===== config.mk =====
export PLATFORM = sky130hd
export DESIGN_NAME = cmd_mailbox_writer
export DESIGN_NICKNAME = d
export VERILOG_FILES = /design/src/rtl/mbx_pkg.sv /design/src/rtl/mbx_frame_packer.sv /design/src/rtl/mbx_write_sequencer.sv /design/src/rtl/cmd_mailbox_writer.sv
export SDC_FILE = /design/constraint.sdc
export NUM_CORES = 1
export LEC_CHECK = 0
export BUFFER_PORTS_ARGS = -buffer_cell sky130_fd_sc_hd__buf_2
export CORE_ASPECT_RATIO = 1.1
export CORE_MARGIN = 3
export CORE_UTILIZATION = 45
export DETAILED_ROUTE_END_ITERATION = 8
export PLACE_DENSITY = 0.68
export SLEW_MARGIN = 20
export SYNTH_ARGS = -nofsm -noshare
export SYNTH_HDL_FRONTEND = slang
export SYNTH_SLANG_ARGS = --single-unit

===== constraint.sdc =====
create_clock -name clk -period 3.6 [get_ports clk]
set_clock_uncertainty 0.2 [all_clocks]
set_input_delay 0.36 -clock clk [delete_from_list [all_inputs] [get_ports clk]]
set_output_delay 0.36 -clock clk [all_outputs]
set_load 0.05 [all_outputs]

===== src/rtl/mbx_pkg.sv =====
package mbx_pkg;
  typedef enum logic [0:0] {
    SEQ_IDLE = 1'b0,
    SEQ_BUSY = 1'b1
  } seq_state_e;

  function automatic logic [7:0] clamp_len(input logic [7:0] len, input int unsigned max_len);
    clamp_len = (int'(len) > int'(max_len)) ? 8'(max_len) : len;
  endfunction
endpackage


===== src/rtl/mbx_frame_packer.sv =====
module mbx_frame_packer #(
  parameter int unsigned MAX_MSG       = 10,
  parameter int unsigned IDX_W         = 5,
  parameter logic [7:0]  CMD_TYPE      = 8'h21,
  parameter logic [7:0]  MSG_CODE      = 8'h5A,
  parameter logic [7:0]  TONE_ON_CODE  = 8'h11,
  parameter logic [7:0]  TONE_OFF_CODE = 8'h12
) (
  input  logic                 clk,
  input  logic                 rst,
  input  logic                 load,
  input  logic                 is_msg,
  input  logic                 tone_on,
  input  logic [7:0]           msg_len,
  input  logic                 burst_en,
  input  logic                 burst_val,
  input  logic [MAX_MSG*8-1:0] msg_bytes,
  input  logic [IDX_W-1:0]     word_idx,
  output logic [15:0]          word_data
);
  import mbx_pkg::*;

  localparam int unsigned FIRST_BYTE_WORD = 4;

  logic       is_msg_q, tone_q, ben_q, bval_q;
  logic [7:0] len_q;
  logic [7:0] bytes_q [MAX_MSG];
  logic [7:0] byte_sel;

  always_ff @(posedge clk) begin
    if (rst) begin
      is_msg_q <= 1'b0;
      tone_q   <= 1'b0;
      ben_q    <= 1'b0;
      bval_q   <= 1'b0;
      len_q    <= '0;
    end else if (load) begin
      is_msg_q <= is_msg;
      tone_q   <= tone_on;
      ben_q    <= burst_en;
      bval_q   <= burst_val;
      len_q    <= clamp_len(msg_len, MAX_MSG);
    end
  end

  // One holding register per message byte
  for (genvar g = 0; g < int'(MAX_MSG); g++) begin : g_byte
    always_ff @(posedge clk) begin
      if (rst) bytes_q[g] <= '0;
      else if (load) bytes_q[g] <= msg_bytes[g*8 +: 8];
    end
  end

  always_comb begin
    byte_sel = '0;
    for (int j = 0; j < int'(MAX_MSG); j++) begin
      if (int'(word_idx) == j + int'(FIRST_BYTE_WORD) && j < int'(len_q))
        byte_sel = bytes_q[j];
    end
  end

  always_comb begin
    word_data = '0;
    if (word_idx == '0) begin
      word_data = {CMD_TYPE, is_msg_q ? MSG_CODE : (tone_q ? TONE_ON_CODE : TONE_OFF_CODE)};
    end else if (is_msg_q) begin
      if (int'(word_idx) == 1)      word_data = 16'(len_q) + 16'd2;
      else if (int'(word_idx) == 2) word_data = 16'(len_q);
      else if (int'(word_idx) == 3) word_data = ben_q ? {15'b0, bval_q} : 16'hFFFF;
      else                          word_data = {8'h00, byte_sel};
    end
  end

  assert_len_clamp_R4: assert property (@(posedge clk) disable iff (rst)
    int'(len_q) <= int'(MAX_MSG));
endmodule


===== src/rtl/mbx_write_sequencer.sv =====
module mbx_write_sequencer #(
  parameter int unsigned FRAME_WORDS = 18,
  parameter int unsigned GAP_CYC     = 625000,
  parameter int unsigned ADDR_W      = 16,
  parameter logic [ADDR_W-1:0] BASE_ADDR = '0,
  parameter int unsigned IDX_W       = $clog2(FRAME_WORDS + 1)
) (
  input  logic              clk,
  input  logic              rst,
  input  logic              start,
  input  logic [IDX_W-1:0]  start_len,
  output logic [IDX_W-1:0]  word_idx,
  input  logic [15:0]       word_data,
  output logic              ready,
  output logic              wr_en,
  output logic [ADDR_W-1:0] wr_addr,
  output logic [15:0]       wr_data
);
  import mbx_pkg::*;

  localparam int unsigned CNT_W = $clog2(GAP_CYC + 1);

  seq_state_e       state;
  logic [CNT_W-1:0] cnt;
  logic [IDX_W-1:0] idx, len, nxt_idx;
  logic             last;

  assign word_idx = idx;

  // Order: payload ascending, then word 1, then word 0 (doorbell)
  always_comb begin
    if (idx >= IDX_W'(2)) nxt_idx = (idx == len - IDX_W'(1)) ? IDX_W'(1) : idx + IDX_W'(1);
    else                  nxt_idx = '0;
  end

  always_ff @(posedge clk) begin
    if (rst) begin
      state   <= SEQ_IDLE;
      ready   <= 1'b1;
      wr_en   <= 1'b0;
      wr_addr <= '0;
      wr_data <= '0;
      cnt     <= '0;
      idx     <= '0;
      len     <= '0;
      last    <= 1'b0;
    end else begin
      wr_en <= 1'b0;
      if (state == SEQ_IDLE) begin
        if (start) begin
          state <= SEQ_BUSY;
          ready <= 1'b0;
          cnt   <= '0;
          len   <= start_len;
          idx   <= (start_len > IDX_W'(2)) ? IDX_W'(2) : IDX_W'(1);
          last  <= 1'b0;
        end
      end else if (cnt != '0) begin
        cnt <= cnt - CNT_W'(1);
      end else if (last) begin
        state <= SEQ_IDLE;
        ready <= 1'b1;
      end else begin
        wr_en   <= 1'b1;
        wr_addr <= BASE_ADDR + ADDR_W'({idx, 1'b0});
        wr_data <= word_data;
        cnt     <= CNT_W'(GAP_CYC);
        idx     <= nxt_idx;
        last    <= (idx == '0);
      end
    end
  end

  logic doorbell_seen;
  always_ff @(posedge clk) begin
    if (rst || start) doorbell_seen <= 1'b0;
    else if (wr_en && wr_addr == BASE_ADDR) doorbell_seen <= 1'b1;
  end

  assert_strobe_single_R2: assert property (@(posedge clk) disable iff (rst)
    wr_en |=> !wr_en);
  assert_ready_quiet_R3: assert property (@(posedge clk) disable iff (rst)
    ready |-> !wr_en);
  assert_accept_busy_R3: assert property (@(posedge clk) disable iff (rst)
    (start && ready) |=> !ready);
  assert_doorbell_last_R1: assert property (@(posedge clk) disable iff (rst)
    $rose(ready) |-> doorbell_seen);
endmodule


===== src/rtl/cmd_mailbox_writer.sv =====
module cmd_mailbox_writer #(
  parameter int unsigned MAX_MSG       = 10,
  parameter int unsigned FRAME_WORDS   = 18,
  parameter int unsigned GAP_CYC       = 625000,
  parameter int unsigned ADDR_W        = 16,
  parameter logic [ADDR_W-1:0] BASE_ADDR = 16'h0100,
  parameter logic [7:0]  CMD_TYPE      = 8'h21,
  parameter logic [7:0]  MSG_CODE      = 8'h5A,
  parameter logic [7:0]  TONE_ON_CODE  = 8'h11,
  parameter logic [7:0]  TONE_OFF_CODE = 8'h12
) (
  input  logic                 clk,
  input  logic                 rst,
  input  logic                 req_valid,
  output logic                 req_ready,
  input  logic                 req_is_msg,
  input  logic                 tone_on,
  input  logic [7:0]           msg_len,
  input  logic                 burst_en,
  input  logic                 burst_val,
  input  logic [MAX_MSG*8-1:0] msg_bytes,
  output logic                 wr_en,
  output logic [ADDR_W-1:0]    wr_addr,
  output logic [15:0]          wr_data
);
  localparam int unsigned IDX_W     = $clog2(FRAME_WORDS + 1);
  localparam int unsigned TONE_WORDS = 2;

  logic             accept;
  logic [IDX_W-1:0] frame_len, word_idx;
  logic [15:0]      word_data;

  assign accept    = req_valid && req_ready;
  assign frame_len = req_is_msg ? IDX_W'(FRAME_WORDS) : IDX_W'(TONE_WORDS);

  mbx_frame_packer #(
    .MAX_MSG(MAX_MSG), .IDX_W(IDX_W), .CMD_TYPE(CMD_TYPE), .MSG_CODE(MSG_CODE),
    .TONE_ON_CODE(TONE_ON_CODE), .TONE_OFF_CODE(TONE_OFF_CODE)
  ) u_packer (
    .clk(clk), .rst(rst), .load(accept), .is_msg(req_is_msg), .tone_on(tone_on),
    .msg_len(msg_len), .burst_en(burst_en), .burst_val(burst_val),
    .msg_bytes(msg_bytes), .word_idx(word_idx), .word_data(word_data)
  );

  mbx_write_sequencer #(
    .FRAME_WORDS(FRAME_WORDS), .GAP_CYC(GAP_CYC), .ADDR_W(ADDR_W),
    .BASE_ADDR(BASE_ADDR), .IDX_W(IDX_W)
  ) u_seq (
    .clk(clk), .rst(rst), .start(accept), .start_len(frame_len),
    .word_idx(word_idx), .word_data(word_data), .ready(req_ready),
    .wr_en(wr_en), .wr_addr(wr_addr), .wr_data(wr_data)
  );
endmodule


==> results.sh, run 1 <==
export IMPL_run_status="finished, final reports clean"
export IMPL_drt_antenna_violating_nets=0
export IMPL_viasPerCell=5.71
export IMPL_synth_top_area_share_pct=33.1
export IMPL_pwr_share_comb_pct=31.1
export IMPL_routed_wl_um=19600
export IMPL_postSynthAreaPerCell_um2=9.53
export IMPL_grt_overflow=0
export IMPL_rows=48
export IMPL_grt_max_degree=81
export IMPL_dieHeight_um=139
export IMPL_synth_xor_area_share_pct=1.69
export IMPL_hold_path_depth=2
export IMPL_synth_top_family_by_area="simple AND/OR/NAND/NOR gates"
export IMPL_area_growth_pct=22.4
export IMPL_clock_sinks=140
export IMPL_intPower_mw=3.79
export IMPL_htreeDepth=4
export IMPL_clock_latency_ns=0.42
export IMPL_worst_slew_margin_rel_pct=41.2
export IMPL_ys_warn_count=0
export IMPL_ys_seq_elements=140
export IMPL_clockBufferDepth=2
export IMPL_drv_slew=0
export IMPL_hold_path_class="primary input to flip-flop"
export IMPL_firstDrtPassIters=5
export IMPL_synth_area_leaders="edfxtp_1 33%, dfxtp_1 17%, and2_1 7.4%"
export IMPL_p_total_mw=5.84
export IMPL_synth_compound_area_share_pct=18.6
export IMPL_power_density_mw_per_mm2=657
export IMPL_setup_violations_final=0
export IMPL_hold_path_end="u_packer.bytes_q[2][6]$_SDFFCE_PN0P_"
export IMPL_fp_dieArea_mm2=0.0177
export IMPL_synth_cell_type_count=70
export IMPL_synth_ff_type="edfxtp_1"
export IMPL_post_cts_resized=0
export IMPL_finalCritPeriodShare_pct=87.4
export IMPL_critPathKind="flip-flop to flip-flop"
export IMPL_cts_inserted_buffers=17
export IMPL_cts_tree="yes"
export IMPL_swShare_pct=35.1
export IMPL_reg2regPathDepth=8
export IMPL_synth_fa_ha_area_share_pct=1.21
export IMPL_seq_area_frac_synth_pct=49.6
export IMPL_synthesis_area_mm2=0.00726
export IMPL_drive_gt1_share_pct=21.2
export IMPL_synth_enable_flop_cells=80
export IMPL_core_mm2=0.0157
export IMPL_synth_top_cell_by_area="edfxtp_1"
export IMPL_worst_path_max_delay_cell="or4_1"
export IMPL_routedWlPerCell_um=17.8
export IMPL_worstPathRequired_ns=3.71
export IMPL_grt_pass1_wl_um=31200
export IMPL_dp_slack_ns=0.497
export IMPL_synth_mux_area_share_pct=0.276
export IMPL_grt_antenna_before_repair=0
export IMPL_synth_most_common_cell="and2_1"
export IMPL_initial_core_util_pct=46.2
export IMPL_leakagePower_nw=3.54
export IMPL_holdWs_ns=0.0150
export IMPL_synthTopCellsByCount="86 x and2_1, 80 x edfxtp_1, 62 x nand2_1"
export IMPL_root_buffer="clkbuf_16"
export IMPL_fp_dieW_um=127
export IMPL_finalCoreUtilization_pct=56.5
export IMPL_critical_path_peak_fanout=6
export IMPL_regArea_mm2=0.00360
export IMPL_min_from="msg_bytes[38]"
export IMPL_grt_pass1_vias=6000
export IMPL_grt_use_total_pct=22.2
export IMPL_grt_setup_unrepaired="no"
export IMPL_final_hold_viol_count=0
export IMPL_synthSimpleGateAreaFrac_pct=23.7
export IMPL_fmax_mhz=318
export IMPL_first_iter_violations=576
export IMPL_worstSetupStartpointType="flip-flop"
export IMPL_clk_pin_slew_worst_paths_ns=0.06
export IMPL_r2r_end="u_seq.wr_data[5]$_SDFFE_PP0P_"
export IMPL_vdd_drop_max_uv=403
export IMPL_worst_pin_slew_ns=0.881
export IMPL_fillers=1422
export IMPL_period_minus_slack_ns=3.15
export IMPL_fin_tns_setup_ns=0
export IMPL_crit_path_max_incr_delay_ns=0.60
export IMPL_seqPwrFrac_pct=36.4
export IMPL_switching_power_mw=2.05
export IMPL_port_buffers=118
export IMPL_syn_inst=762
export IMPL_place_congestion=0.954
export IMPL_io_pin_count=129
export IMPL_arrival_ns=3.26
export IMPL_worst_slack_ns=0.453
export IMPL_crit_path_end_kind="flip-flop"
export IMPL_antennaDiodeCount=0
export IMPL_regToRegSetupSlack_ns=0.45
export IMPL_vias=6291
export IMPL_dp_hpwl_um=13800
export IMPL_cap_violations=0
export IMPL_final_nets=990
export IMPL_reg2reg_from="u_seq.cnt[0]$_SDFFE_PP0P_"
export IMPL_p_clk_share_pct=32.5
export IMPL_async_flop_share_pct=0
export IMPL_multiInputGateArea_mm2=0.00337
export IMPL_drcViolationCount=0
export IMPL_path_cells="inv_1 -> ha_1 -> or4b_1 -> or4_4 -> or4_1 -> a221oi_2 -> nand4_1 -> o21a_1"
==> cell usage in the layout (no fill, tap or decap), types with 4 or more instances in the layout <==
cell type        n
a311oi_1         7
o21bai_1         4
conb_1          10
a211o_1          5
a2111oi_0        4
and2_1          86
o311ai_0         5
or3_1            6
xor2_1           7
buf_2          118
o31ai_1          4
nor3_1          23
nand3b_1         5
nand3_1         14
a21o_1           7
o21a_1           5
a31oi_1          6
nand2b_1         5
o211ai_1        11
xnor2_1          7
nand4_1          8
nor2_1          60
bufinv_16        4
a211oi_1        17
clkbuf_16       17
a22oi_1          4
dlygate4sd3_1   18
o21ai_0         43
dfxtp_1         60
o22ai_1          6
edfxtp_1        80
a21oi_1         50
nor4_1          16
buf_4           25
inv_6            5
nand2_1         62
or4_1            5
ha_1             7
inv_1           12
==> worst max path at each step <==
stage / startpoint / endpoint / cells past startpoint
after global placement: u_seq.cnt[0]$_SDFFE_PP0P_ / u_seq.wr_data[5]$_SDFFE_PP0P_ / 8
after CTS: u_seq.cnt[0]$_SDFFE_PP0P_ / u_seq.wr_data[5]$_SDFFE_PP0P_ / 8
after global routing: u_seq.cnt[0]$_SDFFE_PP0P_ / u_seq.word_idx[1]$_SDFFE_PP0P_ / 9
final: u_seq.cnt[0]$_SDFFE_PP0P_ / u_seq.wr_data[5]$_SDFFE_PP0P_ / 8
after floorplan: u_seq.ready$_SDFFE_PP1P_ / u_packer.bytes_q[0][0]$_SDFFCE_PN0P_ / 4
after detailed placement: u_seq.cnt[0]$_SDFFE_PP0P_ / u_seq.wr_data[5]$_SDFFE_PP0P_ / 8
==> state kept, by name (all words and copies together) (netlist names), 2 cells and up <==
signal            cells
u_packer.bytes_q     80
u_packer.len_q        8
u_seq.cnt            20
u_seq.len             2
u_seq.word_idx        5
u_seq.wr_addr         6
u_seq.wr_data        11
==> metal layers <==
metal | GRT usage [%] | wire length (µm) | vias up
li1 | - | - | 3057
met1 | 29.8 | 8460 | 2899
met2 | 34.3 | 9100 | 292
met3 | 4.57 | 1340 | 43
met4 | 10.5 | 680 | 0
met5 | 0 | 0 | -
==> logic make-up after synthesis <==
logic type | after synthesis
other | 1
multiplexers | 2
AND/OR/NAND/NOR | 318
XOR/XNOR | 14
buffers and inverters | 77
AO/OA/AOI/OAI | 203
flip-flops | 140
adder cells (fa/ha/maj) | 7
==> power groups by stage <==
| stage | registers [mW] | clock network (mW) | logic, mW |
|---|---|---|---|
| detailed placement | 2.15 | 0 | 1.78 |
| floorplan | 2.20 | 0 | 1.20 |
| global placement | 2.15 | 0 | 1.76 |
| finish | 2.13 | 1.90 | 1.82 |
| global route | 2.16 | 2.00 | 2.01 |
| CTS | 2.12 | 1.92 | 1.80 |
==> through the flow <==
step / instances / cell area (µm²)
after CTS: 1101 / 8890
after global routing: 1101 / 8890
after global placement: 1051 / 8070
after floorplan: 771 / 7300
after detailed placement: 1051 / 8070
final: 1101 / 8890
==> critical path: cells and delay by family, from the launching register on <==
family / cells / cell delay [ns]
AO/OA/AOI/OAI: 2 / 0.55
adder cells (fa/ha/maj): 1 / 0.17
buffers and inverters: 1 / 0.11
flip-flops: 1 / 0.34
AND/OR/NAND/NOR: 4 / 1.65
==> layout make-up <==
| class | count | share of cell area [%] |
|---|---|---|
| inverters | 13 | 0.549 |
| repair buffers | 162 | 11.0 |
| clock inverters | 14 | 2.34 |
| clock buffers | 18 | 4.83 |
| well taps | 200 | 2.82 |
| multi-input cells | 554 | 37.9 |
| flip-flops and latches | 140 | 40.5 |
==> repair_timing <==
item | in CTS | in global routing
hold buffers | 18 | 0
endpoints found under the hold margin | 19 | 0
buffers inserted | 0 | 0
No activity file was read; power rests on OpenSTA's default activity.
==> run 2, diff against run 1 <==
--- a/config.mk
+++ b/config.mk
@@ -7,7 +7,6 @@
 export LEC_CHECK = 0
 export BUFFER_PORTS_ARGS = -buffer_cell sky130_fd_sc_hd__buf_2
 export CORE_ASPECT_RATIO = 1.1
-export CORE_MARGIN = 3
 export CORE_UTILIZATION = 45
 export DETAILED_ROUTE_END_ITERATION = 8
 export PLACE_DENSITY = 0.68
==> run 2 against run 1 <==
- sequential share of layout area is 0.54 points lower
- cell count is 1.8% higher
- critical path depth is 1 higher
- via count is 1.4% higher
- count of clock-buffer cells in the layout is 1 lower
- register-to-register slack better by 0.02 ns
- sequential power hardly changed
- hold slack better by 0.00061 ns
- critical endpoint is now u_seq.word_idx[2]$_SDFFE_PP0P_
- total power is 3.7% lower
==> results.sh, run 2 (synthesis gave the netlist of run 1 again) <==
export IMPL_io_pin_count=129
export IMPL_cap_violations=0
export IMPL_wl_met3_um=1160
export IMPL_worstSetupStartpointType="flip-flop"
export IMPL_path_cells="inv_1 -> ha_1 -> or4b_1 -> or4_4 -> or4_1 -> buf_4 -> o21ai_2 -> nand4b_1 -> a21oi_1"
export IMPL_critPathKind="flip-flop to flip-flop"
export IMPL_firstDrtPassIters=5
export IMPL_largest_register_ffs=80
export IMPL_final_hold_viol_count=0
export IMPL_grt_setup_unrepaired="no"
export IMPL_initial_core_util_pct=46.2
export IMPL_fillers=1366
export IMPL_grt_use_total_pct=23.7
export IMPL_regMostFlops="u_packer.bytes_q"
export IMPL_routed_wl_um=19200
export IMPL_wl_met2_um=9080
export IMPL_fin_tns_setup_ns=0
export IMPL_cts_tree="yes"
export IMPL_dieHeight_um=135
export IMPL_wl_met1_um=8300
export IMPL_reg2reg_from="u_seq.cnt[0]$_SDFFE_PP0P_"
export IMPL_clock_latency_ns=0.43
export IMPL_core_mm2=0.0157
export IMPL_hold_path_end="u_packer.bytes_q[1][8]$_SDFFCE_PN0P_"
export IMPL_root_buffer="clkbuf_16"
export IMPL_reg_largest_list="u_packer.bytes_q: 80 flops, u_seq.cnt: 20 flops, u_seq.wr_data: 11 flops"
export IMPL_final_nets=1010
export IMPL_worst_pin_slew_ns=0.822
export IMPL_crit_path_end_kind="flip-flop"
export IMPL_drive_gt1_share_pct=21.0
export IMPL_drcViolationCount=0
export IMPL_run_status="finished, final reports clean"
export IMPL_fp_dieW_um=123
export IMPL_final_cell_mix="118 x buf_2, 86 x and2_1, 80 x edfxtp_1"
export IMPL_top_layer="met4"
export IMPL_min_from="msg_bytes[24]"
export IMPL_holdWs_ns=0.0157
export IMPL_htreeDepth=4
export IMPL_place_congestion=0.960
export IMPL_port_buffers=118
export IMPL_cts_setup_buffers=0
export IMPL_worst_path_max_delay_cell="or4_1"
export IMPL_period_minus_slack_ns=3.13
export IMPL_dp_hpwl_um=13600
export IMPL_hold_path_depth=2
export IMPL_grt_pass1_wl_um=29900
export IMPL_rows=48
export IMPL_cp_top_family="simple AND/OR/NAND/NOR gates"
export IMPL_regToRegSetupSlack_ns=0.47
export IMPL_first_iter_violations=645
export IMPL_fmax_mhz=320
export IMPL_setup_violations_final=0
export IMPL_r2r_end="u_seq.word_idx[2]$_SDFFE_PP0P_"
export IMPL_power_density_mw_per_mm2=625
export IMPL_critical_path_peak_fanout=12
export IMPL_grt_overflow=0
export IMPL_routedWlPerCell_um=17.1
export IMPL_crit_path_max_incr_delay_ns=0.61
export IMPL_layout_commonest_cell="buf_2"
export IMPL_vias=6377
export IMPL_worstPathRequired_ns=3.75
export IMPL_clk_pin_slew_worst_paths_ns=0.06
export IMPL_clock_sinks=140
export IMPL_clockBufferDepth=2
export IMPL_drt_antenna_violating_nets=0
export IMPL_leakagePower_nw=3.60
export IMPL_worst_slew_margin_rel_pct=44.5
export IMPL_critical_path_buf_inv_count=2
export IMPL_hold_path_class="primary input to flip-flop"
export IMPL_grt_pass1_vias=5831
export IMPL_fp_dieArea_mm2=0.0167
export IMPL_vdd_drop_max_uv=376
export IMPL_grt_antenna_before_repair=0
export IMPL_cts_inserted_buffers=17
export IMPL_reg2regPathDepth=9
export IMPL_grt_max_degree=81
export IMPL_drv_slew=0
export IMPL_antennaDiodeCount=0
export IMPL_finalCritPeriodShare_pct=86.9
export IMPL_viasPerCell=5.69
export IMPL_arrival_ns=3.28
export IMPL_area_growth_pct=24.0
[run 2: layout make-up]
type | instances | area (µm²) | share of cell area, %
clock buffer | 17 | 425 | 4.72
clock inverter | 15 | 133 | 1.47
inverter | 13 | 48.8 | 0.542
multi-input combinational | 554 | 3370 | 37.4
sequential | 140 | 3600 | 40.0
tap | 200 | 250 | 2.78
timing repair buffer | 182 | 1180 | 13.1
[run 2: power breakdown]
| group | internal, mW | switching (mW) | leakage (nW) |
|---|---|---|---|
| clock network | 0.908 | 0.751 | 0.276 |
| registers | 1.92 | 0.198 | 1.35 |
| logic | 0.708 | 1.14 | 1.97 |
| total | 3.54 | 2.09 | 3.60 |
[run 2: per-stage QoR]
step | area [µm²] | power, mW | util (%) | worst slack [ns] | cells
final | 9010 | 5.63 | 57.2 | 0.473 | 1121
after global routing | 9010 | 5.93 | 57.2 | 0.345 | 1121
after CTS | 9010 | 5.62 | 57.2 | 0.495 | 1121
after detailed placement | 8080 | 3.93 | 51.3 | 0.524 | 1052
after global placement | 8080 | 3.91 | 51.3 | 0.585 | 1052
after floorplan | 7300 | 3.41 | - | 0.183 | 771
[run 2: what timing repair did]
item	in CTS	in global routing
resized for setup	0	0
endpoints found under the hold margin	38	0
setup endpoints to repair	0	0
hold buffers	37	0
[run 2: worst register-to-register path: stages (launching register included)]
cell and delay (ns):
dfxtp_1 0.34, inv_1 0.11, ha_1 0.17, or4b_1 0.47, or4_4 0.46, or4_1 0.61, buf_4 0.27, o21ai_2 0.14
nand4b_1 0.15, a21oi_1 0.16
[run 2: worst max-delay path by stage]
stage | cells after the start | end | startpoint
after floorplan | 4 | u_packer.bytes_q[0][0]$_SDFFCE_PN0P_ | u_seq.ready$_SDFFE_PP1P_
after global placement | 8 | u_seq.wr_data[5]$_SDFFE_PP0P_ | u_seq.cnt[0]$_SDFFE_PP0P_
after detailed placement | 8 | u_seq.wr_data[5]$_SDFFE_PP0P_ | u_seq.cnt[0]$_SDFFE_PP0P_
after CTS | 9 | u_seq.word_idx[2]$_SDFFE_PP0P_ | u_seq.cnt[0]$_SDFFE_PP0P_
after global routing | 9 | u_seq.word_idx[2]$_SDFFE_PP0P_ | u_seq.cnt[0]$_SDFFE_PP0P_
final | 9 | u_seq.word_idx[2]$_SDFFE_PP0P_ | u_seq.cnt[0]$_SDFFE_PP0P_
[run 2: routing by layer]
metal,vias up,GRT usage [%]
li1,3084,-
met1,2959,30.9
met2,290,38.0
met3,44,4.04
met4,0,11.7
met5,-,0
